**src/rtl/fudp_pkg.sv**
```systemverilog
package fudp_pkg;
  localparam int DATA_W  = 16;
  localparam int SEL_W   = 3;
  localparam int N_UNITS = 4;
  // pool: sample, zero, one, then one entry per unit register
  localparam int POOL_FIXED = 3;
  localparam int POOL_N     = POOL_FIXED + N_UNITS;
  localparam int POOL_SLOTS = 1 << SEL_W;

  typedef enum logic [1:0] {
    OP_SHL = 2'b00,
    OP_XOR = 2'b01,
    OP_EQ  = 2'b10,
    OP_RSV = 2'b11
  } op0_e;

  typedef enum logic [1:0] {
    FIX_ADD = 2'd0,
    FIX_SUB = 2'd1,
    FIX_MUL = 2'd2
  } fixed_kind_e;

  function automatic fixed_kind_e kind_of_unit(input int k);
    case ((k - 1) % 3)
      0:       return FIX_ADD;
      1:       return FIX_SUB;
      default: return FIX_MUL;
    endcase
  endfunction
endpackage

```
**src/rtl/fudp_operand_sel.sv**
```systemverilog
module fudp_operand_sel #(
  parameter int W       = 16,
  parameter int SEL_W   = 3,
  parameter int N_UNITS = 4
) (
  input  logic [SEL_W-1:0]     sel,
  input  logic [W-1:0]         sample,
  input  logic [N_UNITS*W-1:0] regs_flat,
  output logic [W-1:0]         opnd
);
  localparam int SLOTS  = 1 << SEL_W;
  localparam int FIXED  = 3;
  localparam int USED   = FIXED + N_UNITS;

  logic [W-1:0] pool [SLOTS];

  // pool padded to a power of two; unused slots read as zero
  for (genvar s = 0; s < SLOTS; s++) begin : g_slot
    if (s == 0) begin : g_sample
      assign pool[s] = sample;
    end else if (s == 1) begin : g_zero
      assign pool[s] = '0;
    end else if (s == 2) begin : g_one
      assign pool[s] = W'(1);
    end else if (s < USED) begin : g_reg
      assign pool[s] = regs_flat[(s-FIXED)*W +: W];
    end else begin : g_pad
      assign pool[s] = '0;
    end
  end

  assign opnd = pool[sel];
endmodule

```
**src/rtl/fudp_unit0_alu.sv**
```systemverilog
module fudp_unit0_alu
  import fudp_pkg::*;
#(
  parameter int W = 16
) (
  input  op0_e         op,
  input  logic [W-1:0] a,
  input  logic [W-1:0] b,
  output logic [W-1:0] y
);
  localparam int SH_W = $clog2(W);
  localparam logic [W-1:0] SH_LIMIT = W;

  logic [W-1:0] shl_res;

  always_comb begin
    if (b >= SH_LIMIT) shl_res = '0;
    else               shl_res = a << b[SH_W-1:0];
  end

  always_comb begin
    case (op)
      OP_SHL:  y = shl_res;
      OP_XOR:  y = a ^ b;
      OP_EQ:   y = (a == b) ? W'(1) : '0;
      default: y = '0;
    endcase
  end
endmodule

```
**src/rtl/fudp_fixed_unit.sv**
```systemverilog
module fudp_fixed_unit
  import fudp_pkg::*;
#(
  parameter int          W    = 16,
  parameter fixed_kind_e KIND = FIX_ADD
) (
  input  logic [W-1:0] a,
  input  logic [W-1:0] b,
  output logic [W-1:0] y
);
  if (KIND == FIX_ADD) begin : g_add
    assign y = a + b;
  end else if (KIND == FIX_SUB) begin : g_sub
    assign y = a - b;
  end else begin : g_mul
    // low half of the product is identical for signed and unsigned
    assign y = a * b;
  end
endmodule

```
**src/rtl/fu_mesh_datapath.sv**
```systemverilog
module fu_mesh_datapath
  import fudp_pkg::*;
#(
  parameter int W     = DATA_W,
  parameter int SW    = SEL_W
) (
  input  logic                  clk,
  input  logic                  rst,
  input  logic [W-1:0]          sample_in,
  input  logic [1:0]            op0_in,
  input  logic [N_UNITS*SW-1:0] sel_a_in,
  input  logic [N_UNITS*SW-1:0] sel_b_in,
  output logic [W-1:0]          result_out
);
  localparam int NU = N_UNITS;

  logic [NU-1:0][W-1:0] unit_q;
  logic [NU-1:0][W-1:0] unit_d;
  logic [NU-1:0][W-1:0] opa;
  logic [NU-1:0][W-1:0] opb;
  logic [NU*W-1:0]      regs_flat;
  op0_e                 op0;

  assign regs_flat = unit_q;
  assign op0       = op0_e'(op0_in);

  for (genvar k = 0; k < NU; k++) begin : g_unit
    fudp_operand_sel #(.W(W), .SEL_W(SW), .N_UNITS(NU)) u_sel_a (
      .sel(sel_a_in[k*SW +: SW]), .sample(sample_in),
      .regs_flat(regs_flat), .opnd(opa[k])
    );
    fudp_operand_sel #(.W(W), .SEL_W(SW), .N_UNITS(NU)) u_sel_b (
      .sel(sel_b_in[k*SW +: SW]), .sample(sample_in),
      .regs_flat(regs_flat), .opnd(opb[k])
    );
    if (k == 0) begin : g_prog
      fudp_unit0_alu #(.W(W)) u_alu (
        .op(op0), .a(opa[k]), .b(opb[k]), .y(unit_d[k])
      );
    end else begin : g_fixed
      fudp_fixed_unit #(.W(W), .KIND(kind_of_unit(k))) u_fix (
        .a(opa[k]), .b(opb[k]), .y(unit_d[k])
      );
    end
  end

  always_ff @(posedge clk) begin
    if (rst) unit_q <= '0;
    else     unit_q <= unit_d;
  end

  assign result_out = unit_q[NU-1];

  // reset empties the state
  a_r1_reset_clears: assert property (@(posedge clk)
    rst |=> (unit_q == '0) && (result_out == '0));

  // output is the registered unit-3 result of the prior cycle
  a_r11_out_lags: assert property (@(posedge clk) disable iff (rst)
    1'b1 |=> result_out == $past(unit_d[NU-1]));

  // adder wraps in 16 bits
  a_r4_add_wrap: assert property (@(posedge clk) disable iff (rst)
    1'b1 |=> unit_q[1] == W'($past(opa[1]) + $past(opb[1])));

  // code 7 on both adder operands gives zero
  a_r3_oob_zero: assert property (@(posedge clk) disable iff (rst)
    (sel_a_in[SW +: SW] == '1 && sel_b_in[SW +: SW] == '1) |=> unit_q[1] == '0);

  // equality result is boolean
  a_r9_eq_boolean: assert property (@(posedge clk) disable iff (rst)
    (op0_in == 2'b10) |=> unit_q[0] <= W'(1));

  // reserved code loads zero
  a_r10_rsv_zero: assert property (@(posedge clk) disable iff (rst)
    (op0_in == 2'b11) |=> unit_q[0] == '0);
endmodule

```
**config.mk**
```make
export PLATFORM = sky130hd
export DESIGN_NAME = fu_mesh_datapath
export DESIGN_NICKNAME = d
export VERILOG_FILES = /design/src/rtl/fudp_pkg.sv /design/src/rtl/fudp_operand_sel.sv /design/src/rtl/fudp_unit0_alu.sv /design/src/rtl/fudp_fixed_unit.sv /design/src/rtl/fu_mesh_datapath.sv
export SDC_FILE = /design/constraint.sdc
export NUM_CORES = 1
export LEC_CHECK = 0
export BUFFER_PORTS_ARGS = -buffer_cell sky130_fd_sc_hd__buf_4
export CAP_MARGIN = 5
export CORE_ASPECT_RATIO = 1.4
export CORE_MARGIN = 4
export CORE_UTILIZATION = 38
export CTS_CLUSTER_SIZE = 25
export DETAILED_ROUTE_END_ITERATION = 12
export PLACE_DENSITY_LB_ADDON = 0.2
export SLEW_MARGIN = 20
export SYNTH_ARGS = -nofsm -noshare
export SYNTH_HDL_FRONTEND = slang
export SYNTH_HIERARCHICAL = 1
export SYNTH_SLANG_ARGS = --single-unit
```
**constraint.sdc**
```tcl
create_clock -name clk -period 15.7 [get_ports clk]
set_clock_uncertainty 0.05 [all_clocks]
set_input_delay 1.57 -clock clk [delete_from_list [all_inputs] [get_ports clk]]
set_output_delay 1.57 -clock clk [all_outputs]
set_load 0.01 [all_outputs]
```
# Yosys cells after proc, flatten, opt, wreduce, memory -nomap -nowiden
# Index checks and enable logic that the tools add are counted.
[word_totals] regBits=64 latch_bits=0 mem_bits_rw=0 rom_bits=0 inputBits=44 mem_count=0
[op_classes] n_addsub=2 multipliers=1 div_mod_pow=0 order_cmp=9 n_eq_ne=3 shift=1 n_mux=27 bitwise=9 n_reduce_logical=1
[op_table] cell="binary-select mux 16 bit (select 3 bit)" count=8
[op_table] cell="2-to-1 mux 16 bit" count=17
[op_table] cell="case mux 16 bit (3 select lines)" count=1
[op_table] cell=">= comparator 4 bit, second input constant" count=8
[op_table] cell="NOT 3 -> 4 bit" count=8
[op_table] cell="adder 16 bit" count=1
[op_table] cell="== test 16 bit" count=1
[op_table] cell=">= comparator 16 x 5 -> 1 bit, second input constant" count=1
[op_table] cell="multiplier 16 x 16 -> 16 bit" count=1
[op_table] cell="<< shifter 16 x 4 -> 16 bit" count=1
[op_table] cell="subtractor 16 bit" count=1
[op_table] cell="bitwise XOR 16 bit" count=1
[op_table] cell="== test 2 x 1 -> 1 bit, second input constant" count=1
[op_table] cell="== test 2 bit, second input constant" count=1
[op_table] cell="logical NOT 2 bit" count=1
[op_table] cell="2-to-1 mux 1 bit" count=1

# Depth between registers and ports, before layout
[logic_depth] ltp_word=7 depth_mapped=26 ltp_nobuf=23

# Cells and area by module
# Netlist, hierarchy kept.
[modules_own_cells] mod="fudp_operand_sel" n_inst=8 cells_per_inst=97 area_per_inst_um2=686.9 seq_area_each_um2=0.0
[modules_own_cells] mod="fudp_fixed_unit at g_unit[3].g_fixed.u_fix" n_inst=1 cells_per_inst=470 area_per_inst_um2=3960.0 seq_area_each_um2=0.0
[modules_own_cells] mod="fu_mesh_datapath" n_inst=1 cells_per_inst=151 area_per_inst_um2=2038.2 seq_area_each_um2=1281.2
[modules_own_cells] mod="fudp_unit0_alu" n_inst=1 cells_per_inst=129 area_per_inst_um2=1247.4 seq_area_each_um2=0.0
[modules_own_cells] mod="fudp_fixed_unit at g_unit[2].g_fixed.u_fix" n_inst=1 cells_per_inst=132 area_per_inst_um2=957.2 seq_area_each_um2=0.0
[modules_own_cells] mod="fudp_fixed_unit at g_unit[1].g_fixed.u_fix" n_inst=1 cells_per_inst=107 area_per_inst_um2=853.3 seq_area_each_um2=0.0

# Worst setup path after synthesis
# Ideal clock, no wire load.
[synth_timing] kind="input to register" from="input sel_b_in[9]" to="register unit_q, in the netlist result_out[14]" setup_ns=0.114 t_arrival_ns=7.146 slack_ns=8.390 path_stages=25 n_path_buf=3 path_cell_list="buf_2 -> nor2_1 -> buf_6 -> a221oi_1 -> a21oi_1 -> clkbuf_1 -> nand2_1 -> fa_1 -> fa_1 -> inv_1 -> fa_1 -> inv_1 -> fa_1 -> inv_1 -> fa_1 -> inv_1 -> fa_1 -> inv_1 -> ha_1 -> a21oi_1 -> o21ai_0 -> a31oi_1 -> a21oi_1 -> xor2_1 -> nor2b_2"
[synth_rtl] item="from (decl)" line="fu_mesh_datapath.sv:12" rtl="input logic [N_UNITS*SW-1:0] sel_b_in,"
[synth_rtl] item="to (signal assigned)" line="fu_mesh_datapath.sv:49" rtl="else unit_q <= unit_d;"
[synth_rtl] item="to (decl)" line="fu_mesh_datapath.sv:17" rtl="logic [NU-1:0][W-1:0] unit_q;"

==> metrics <==
Core Footprint=37730 um^2; postcts setup bufs=0; fin crit share=51.30%; hold path endpoint=regs_flat[16]$_SDFF_PP0_; chip height=239.5 um; area grow syn2layout=3.113%; row count=84; DR pass1 iterations=6; VDD IR max=0.07726 mV; clk buf depth=2; Synth Area per Inst=8.244 um^2; Area after DPL=14700 um^2; R2R depth=22; Synth Area in Compound Gates=23.78%; post-synthesis adder-cell area fraction=18.16%; post-route ant nets=0; fin util=39.77%; endpoint type of the worst setup path=flop; Final GP Congestion=0.9690; final non-filler cell total=2196; RSZ-0062 raised after global routing=no; count of cell types in the netlist=89; Starting Density=38.57%; ys flop type=dfxtp_1; DR vias=13810; Synth Area in XOR/XNOR=4.772%; #FFs+latches synth=64; Synth top area share=11.28%; worst r2r dst=result_out[14]$_SDFF_PP0_; Final Hold Vio Count=0; worst-skew pair later-pin latency=0.38 ns; antenna violations before repair=0; Hold Startpoint=regs_flat[16]$_SDFF_PP0_; CTS tree=yes; vias in the first global route=13520; WS Path Type=input port to flop; power density over cell area=134.0 nW/um^2; reg2reg setup slack=8.87 ns; Overflow after GRT=0; worst path required time=15.91 ns; Max FO, Critical Path=21; relative slew slack=22.27%; Simple-Gate Fraction of Synth Area=20.05%; max-cap violations=0; status=finished clean; EDFF count, synth=0; Post-Synthesis Cells=1765; CTS Root Cell=clkbuf_16; H-tree levels=3; PortBufs=59; Avg Vias per Cell=6.286; DRC violations left=0; Worst-path clk slew=0.07 ns; DP Cell Count=2179; I/O pin count=60; drt initial violations=1691; top post-synthesis cells by area=fa_1, mux2i_1, a21oi_1, dfxtp_1, a221oi_1; Hold WS=1.004 ns; global-route wire length before repair=86.74 mm; layout net count=1923; R2R Path Start=result_out[8]$_SDFF_PP0_; CTS Sinks=64; Die ar.=41530 um^2; share of post-route cells with drive strength above 1=16.09%; GRT Total Usage=27.51%; largest net degree at the start of global routing=34; HP Class=flop to flop; register area share after synthesis=8.805%; final WL=59.12 mm; PostCTS Resize Cnt=0; largest family of logic cells by synthesized area=compound AO/OA/AOI/OAI gates; hold_buf cts=0; final setup vio count=0; multiplexer area fraction after synthesis=13.05%; Critical Path Start Type=input port; Synth Cell Area=14550 um^2; TritonCTS Buffers=9; Synth area leader=fa_1; setup TNS=0 ns; Least-Margin Pin Slew=1.162 ns; leakage=6.230 nW; # fillers=3864; average wire per standard cell=26.92 um; Slew Limit Fails=0; Syn Nets=1971; fin crit period=8.055 ns; Yosys warnings=6; worst path arrival time=8.26 ns; worst hold path depth=5; Post-DP HPWL=41.67 mm; ys async rst share=0%; chip width=173.4 um; Fmax achieved=124.2 MHz; post-route cell area=15000 um^2
==> sequential cells by signal, indices dropped and copies added, names as in the netlist <==
name / flops
regs_flat: 48
result_out: 16
==> cells in the mapped netlist (5+ instances only) <==
library cell and number:
and2_2 7, xor2_1 19, nand2_1 99, a221oi_1 122
a21boi_0 9, ha_1 80, o21a_1 5, mux2_2 16
clkbuf_1 41, nand2b_1 16, o21ai_0 17, nor2_1 41
inv_1 149, buf_6 35, xnor2_1 54, a21o_1 13
buf_2 39, and3_1 5, buf_12 9, nand3_1 6
buf_4 18, or2_2 57, nor2b_4 8, mux4_2 7
o211ai_1 6, mux2i_1 135, and2_1 67, nor2b_1 11
nor4_1 9, nor2b_2 60, dfxtp_1 64, a21oi_1 265
nand4_1 7, nor3_1 8, o22ai_1 17, or2_1 66
fa_1 82, o32a_1 8, mux4_1 8
==> final cells by class <==
type                    instances  area (um^2)  share of cell area [%]
multi-input cells            1406        11630                   77.49
inverters                     151        566.8                   3.778
well taps                     473        591.8                   3.944
diodes                          1        2.502                 0.01668
flip-flops and latches         64         1281                   8.539
clock inverters                 6        68.82                  0.4586
clock buffers                  10        229.0                   1.526
repair buffers                 85        638.1                   4.253
==> kinds of logic after synthesis <==
logic type,after synthesis
adders and majority gates,162
AOI/OAI and AO/OA,517
muxes,166
and+or+nand+nor,485
xor gates and xnor gates,76
DFF,64
buffers and inverters,295
==> per-layer routing <==
layer / global-route usage, % / wire (um) / vias to the layer above
met3: 4.847 / 4736 / 235
met2: 44.56 / 26970 / 762
met1: 33.56 / 22850 / 6649
met5: 0 / 0 / -
met4: 18.37 / 4565 / 0
li1: - / - / 6159
==> how the worst max path moves through the flow <==
| stage | startpoint | end | slack [ns] | depth (start not counted) |
|---|---|---|---|---|
| 3_3_place_gp | sel_a_in[10] | result_out[14]$_SDFF_PP0_ | 7.31 | 22 |
| 6_report | sel_b_in[10] | result_out[13]$_SDFF_PP0_ | 7.65 | 22 |
| 4_1_cts | sel_a_in[10] | result_out[14]$_SDFF_PP0_ | 7.64 | 22 |
| 5_1_grt | sel_b_in[10] | result_out[13]$_SDFF_PP0_ | 7.27 | 22 |
| 3_5_place_dp | sel_a_in[10] | result_out[14]$_SDFF_PP0_ | 7.22 | 22 |
| 2_1_floorplan | sel_b_in[9] | result_out[14]$_SDFF_PP0_ | 8.39 | 25 |
==> per-stage QoR <==
| step | worst slack, ns | power, W |
|---|---|---|
| floorplan | 8.390 | 0.001370 |
| global placement | 7.314 | 0.001745 |
| detailed placement | 7.224 | 0.001773 |
| CTS | 7.638 | 0.001999 |
| global route | 7.275 | 0.002172 |
| finish | 7.645 | 0.002011 |
==> power by group <==
| part | switching [W] | internal [W] | total, W |
|---|---|---|---|
| combinational | 0.000747 | 0.000656 | 0.00140 |
| sequential | 0.000182 | 0.000206 | 0.000389 |
| clock | 0.0000950 | 0.000124 | 0.000219 |
==> placed cells by master (no fill, tap or decap), types with 9 or more instances in the layout <==
cell type / instances
clkbuf_16: 9
nand2b_1: 16
nand2_1: 99
nor4_1: 9
buf_4: 85
a221oi_1: 122
inv_1: 149
xnor2_1: 54
nor2_1: 41
o21ai_0: 17
o22ai_1: 17
ha_1: 80
mux2_2: 16
a21boi_0: 9
xor2_1: 19
a21o_1: 13
fa_1: 82
mux2i_1: 135
or2_1: 66
nor2b_1: 11
and2_1: 67
nor2b_2: 60
a21oi_1: 262
or2_2: 57
dfxtp_1: 64
==> critical path, cell delays in order <==
cell	delay (ns)
buf_4	0.22
nor2_1	0.82
a221oi_1	0.19
a21oi_1	0.82
and2_2	0.32
fa_1	0.40
inv_1	0.08
fa_1	0.43
fa_1	0.52
inv_1	0.04
ha_1	0.28
fa_1	0.48
inv_1	0.05
fa_1	0.52
inv_1	0.04
ha_1	0.23
nor4_1	0.42
nand2_1	0.13
a31o_2	0.27
a21oi_1	0.17
xnor2_1	0.08
nor2b_2	0.14
(Power assumes the default switching activity.)
